### config.mk
export PLATFORM = sky130hd
export DESIGN_NAME = fp32_packer
export DESIGN_NICKNAME = d
export VERILOG_FILES = /design/src/rtl/fp32_packer.sv
export SDC_FILE = /design/constraint.sdc
export NUM_CORES = 1
export LEC_CHECK = 0
export BUFFER_PORTS_ARGS = -buffer_cell sky130_fd_sc_hd__buf_4
export CAP_MARGIN = 20
export CORE_MARGIN = 2
export CORE_UTILIZATION = 40
export CTS_BUF_LIST = sky130_fd_sc_hd__clkbuf_8 sky130_fd_sc_hd__clkbuf_16
export DETAILED_ROUTE_END_ITERATION = 8
export MAX_ROUTING_LAYER = met4
export PLACE_DENSITY = 0.69
export SETUP_SLACK_MARGIN = 0.4
export SYNTH_ARGS = -nofsm -noshare
export SYNTH_HDL_FRONTEND = slang
export SYNTH_SLANG_ARGS = --single-unit
### constraint.sdc
create_clock -name clk -period 11.7 [get_ports clk]
set_input_delay 1.17 -clock clk [delete_from_list [all_inputs] [get_ports clk]]
set_output_delay 1.17 -clock clk [all_outputs]
set_load 0.01 [all_outputs]
### src/rtl/fp32_packer.sv
module fp32_packer #(
  parameter int EXP_W  = 10,
  parameter int MANT_W = 32
) (
  input  logic              clk,
  input  logic              rst_n,
  input  logic [1:0]        val_class,
  input  logic              val_sign,
  input  logic [EXP_W-1:0]  val_exp,
  input  logic [MANT_W-1:0] val_mant,
  input  logic              val_sticky,
  input  logic [1:0]        rnd_mode,
  input  logic              unf_trap_en,
  output logic [31:0]       result,
  output logic              flag_ovf,
  output logic              flag_unf,
  output logic              flag_inx,
  output logic              flag_frnd
);
  localparam int BW = EXP_W + 2;
  localparam int XW = 2 * MANT_W;
  localparam logic [BW-1:0] BIAS = BW'(127);
  localparam logic [BW-1:0] SHMAX = BW'(MANT_W);

  logic [BW-1:0] bexp, sh_raw, sh, bexp_n;
  logic          subn;
  logic [XW-1:0] ext;
  logic [23:0]   kept;
  logic          g, r, s, inexact, up, toinf, ovf;
  logic [24:0]   sum;
  logic [31:0]   res_d;
  logic [3:0]    flg_d;

  assign bexp   = {{2{val_exp[EXP_W-1]}}, val_exp} + BIAS;
  assign subn   = bexp[BW-1] | (bexp == '0);
  assign sh_raw = BW'(1) - bexp;
  assign sh     = !subn ? '0 : (sh_raw > SHMAX ? SHMAX : sh_raw);
  assign ext    = {val_mant, {MANT_W{1'b0}}} >> sh;

  assign kept    = ext[XW-1 -: 24];
  assign g       = ext[XW-25];
  assign r       = ext[XW-26];
  assign s       = (|ext[XW-27:0]) | val_sticky;
  assign inexact = g | r | s;

  always_comb begin
    case (rnd_mode)
      2'd0:    up = g & (r | s | kept[0]);
      2'd1:    up = 1'b0;
      2'd2:    up = inexact & ~val_sign;
      default: up = inexact & val_sign;
    endcase
    case (rnd_mode)
      2'd0:    toinf = 1'b1;
      2'd1:    toinf = 1'b0;
      2'd2:    toinf = ~val_sign;
      default: toinf = val_sign;
    endcase
  end

  assign sum    = {1'b0, kept} + 25'(up);
  assign bexp_n = bexp + BW'(sum[24]);
  assign ovf    = !subn && (bexp_n >= BW'(255));

  always_comb begin
    res_d = {val_sign, 31'd0};
    flg_d = 4'b0000;
    case (val_class)
      2'd0: res_d = {val_sign, 31'd0};
      2'd2: res_d = {val_sign, 8'hFF, 23'd0};
      2'd3: res_d = {val_sign, 8'hFF, 1'b1, val_mant[MANT_W-3 -: 22]};
      default: begin
        flg_d[1] = inexact;
        flg_d[0] = up;
        if (subn) begin
          res_d    = {val_sign, 7'd0, sum[23], sum[22:0]};
          flg_d[2] = !sum[23] && (inexact || unf_trap_en);
        end else if (ovf) begin
          flg_d[3] = 1'b1;
          res_d    = toinf ? {val_sign, 8'hFF, 23'd0} : {val_sign, 8'hFE, 23'h7FFFFF};
        end else begin
          res_d = {val_sign, bexp_n[7:0], sum[22:0]};
        end
      end
    endcase
  end

  always_ff @(posedge clk) begin
    if (!rst_n) begin
      result <= '0;
      {flag_ovf, flag_unf, flag_inx, flag_frnd} <= '0;
    end else begin
      result <= res_d;
      {flag_ovf, flag_unf, flag_inx, flag_frnd} <= flg_d;
    end
  end
endmodule

==> results.json <==
{
  "worst_pin_slew_ns": 1.31,
  "hold_viol": 0,
  "fmax_ghz": 0.0954,
  "vias": 7697,
  "yosysSeqAreaShare": 0.122,
  "drc": 0,
  "crit_slowest_cell": "or4_1",
  "synth-edff-count": 0,
  "fin_crit_ns": 10.48,
  "grt_pass1_vias": 7080,
  "start_util": 0.408,
  "hpwl_um": 19700,
  "crit_path_max_incr_delay_ns": 0.55,
  "antenna_found_initial": 2,
  "hp-class": "primary input to flop",
  "drive_above_1_share": 0.176,
  "synth_top_area_cell": "dfxtp_1",
  "finalWirelength_um": 26300,
  "fp.dieArea_um2": 15800,
  "track_usage": 0.328,
  "peakVddDrop_v": 0.0000607,
  "synthTopCellsByCount": "nor2_1 (109), nand2_1 (89), a21oi_1 (51)",
  "place.gp.congestion": 1.09,
  "worst_setup_path_start_kind": "primary input",
  "synth_area_leaders": "dfxtp_1 (12%), nor2_1 (6.9%), nand2_1 (5.7%), a21oi_1 (4.3%), o21ai_0 (3.7%)",
  "rsz0062_at_grt": "false",
  "yosysWarningCount": 0,
  "fin_setup_tns_ns": 0,
  "finalCritPeriodShare": 0.896,
  "synth.most_common_cell": "nor2_1",
  "rows": 44,
  "worstSetupPathType": "primary input to flop",
  "die_w_um": 126,
  "status": "completed",
  "area_growth_pct": 16.4,
  "path_clk_slew_ns": 0.06,
  "arrival_ns": 10.66,
  "cts_resized": 0,
  "cts_tree": "yes",
  "required_ns": 11.88,
  "drt_iter0_markers": 1136,
  "clock_path_buffers": 2,
  "clockRootBuffer": "clkbuf_16",
  "synth_cells": 883,
  "yosysUniqueCellTypes": 85,
  "synth_flop_cell": "dfxtp_1",
  "cts_hold_repair.buffers": 0,
  "crit_fanout": 15,
  "ys_ff_latch": 36,
  "fin_nets": 991,
  "power_leakage_nw": 2.59,
  "io_buffers": 86,
  "final_max_slew_viol_count": 0,
  "cts_sinks": 36,
  "coreArea_um2": 14500,
  "ios": 87,
  "grt_pass1_wl_um": 40500,
  "syn_area_per_cell_um2": 6.69,
  "slew_headroom": 0.130,
  "grt_max_degree": 64,
  "post-cts-setup-buffers": 0,
  "wl_per_cell_um": 23.6,
  "end_kind": "flop",
  "overflow": 0,
  "maxCapViolations": 0,
  "yosysTopAreaCellShare": 0.122,
  "async_flop_share": 0,
  "crit_top_cell": "ha_1",
  "syn_area_um2": 5910,
  "first_pass_iters": 6,
  "cts_htree_levels": 2,
  "power_density_nw_per_um2": 82.8,
  "setup_viol": 0,
  "cts_made_buffers": 5,
  "via_per_inst": 6.91,
  "dieHeight_um": 126,
  "syn_nets": 947,
  "total_power_w": 0.000569,
  "ant_nets": 0
}
## power by group
| part | switching, W | internal [W] | total, W |
|---|---|---|---|
| Sequential | 0.00000240 | 0.000131 | 0.000133 |
| Clock | 0.0000577 | 0.000101 | 0.000159 |
| Combinational | 0.000180 | 0.0000968 | 0.000277 |
## through the flow
stage	worst slack [ns]	cells	util	instance area (µm²)	hold WS (ns)
finish	1.22	1114	0.475	6880	1.14
CTS	0.967	1112	0.471	6820	1.14
floorplan	0.796	883	-	5910	1.29
global placement	0.882	1104	0.459	6650	1.42
detailed placement	0.727	1104	0.459	6650	1.42
global route	0.416	1114	0.475	6880	1.15
## flip-flops by register name (all words and copies together), names as in the netlist
name / cells
result: 32
flag_ovf: 1
flag_inx: 1
flag_unf: 1
flag_frnd: 1
## path summary, 6_finish.rpt
kind,from,cells past startpoint,slack [ns],endpoint
max,val_exp[1],42,1.22,result[22]
min,rst_n,2,1.14,result[3]
## cells in the final DEF (no fill, tap or decap), drive strengths merged, types with 17 or more instances in the layout
cell and n:
nor2 111, buf 110, nand2 89, a21oi 51, o21ai 46, dfxtp 36, nor3 33, nand3 33
inv 25, xnor2 17
## routing by layer
layer	track usage	wire length (µm)
met4	0.163	1550
met5	-	0
met1	0.416	10600
met2	0.496	11300
met3	0.0642	2850
## cell families (layout without fill, tap and decap cells)
kind of cell | Yosys count | after routing | synth area share
mux | 22 | 22 | 0.0409
buf+inv | 98 | 143 | 0.0701
fa+ha+maj | 13 | 13 | 0.0275
flops | 36 | 36 | 0.122
other cells | 0 | 2 | 0
simple gates | 396 | 396 | 0.336
compound gates | 288 | 288 | 0.356
xor+xnor | 30 | 30 | 0.0468
## layout make-up
| cell class | instances | area [µm²] |
|---|---|---|
| antenna | 2 | 5.00 |
| sequential | 36 | 721 |
| clock buffer | 5 | 125 |
| inverter | 25 | 93.8 |
| tap | 184 | 230 |
| timing repair buffer | 110 | 826 |
| clock inverter | 3 | 46.3 |
| fill | 1493 | 7600 |
| multi-input combinational | 749 | 4830 |
## worst max-delay path, delay by kind of cell
family / cells / cell delay [ns]
AND/OR/NAND/NOR: 17 / 4.10
AO/OA/AOI/OAI: 13 / 2.96
adder cells (fa/ha/maj): 6 / 1.39
buffers and inverters: 5 / 0.71
XOR/XNOR: 1 / 0.32
Note: power is estimated with default switching activity, not from simulation.
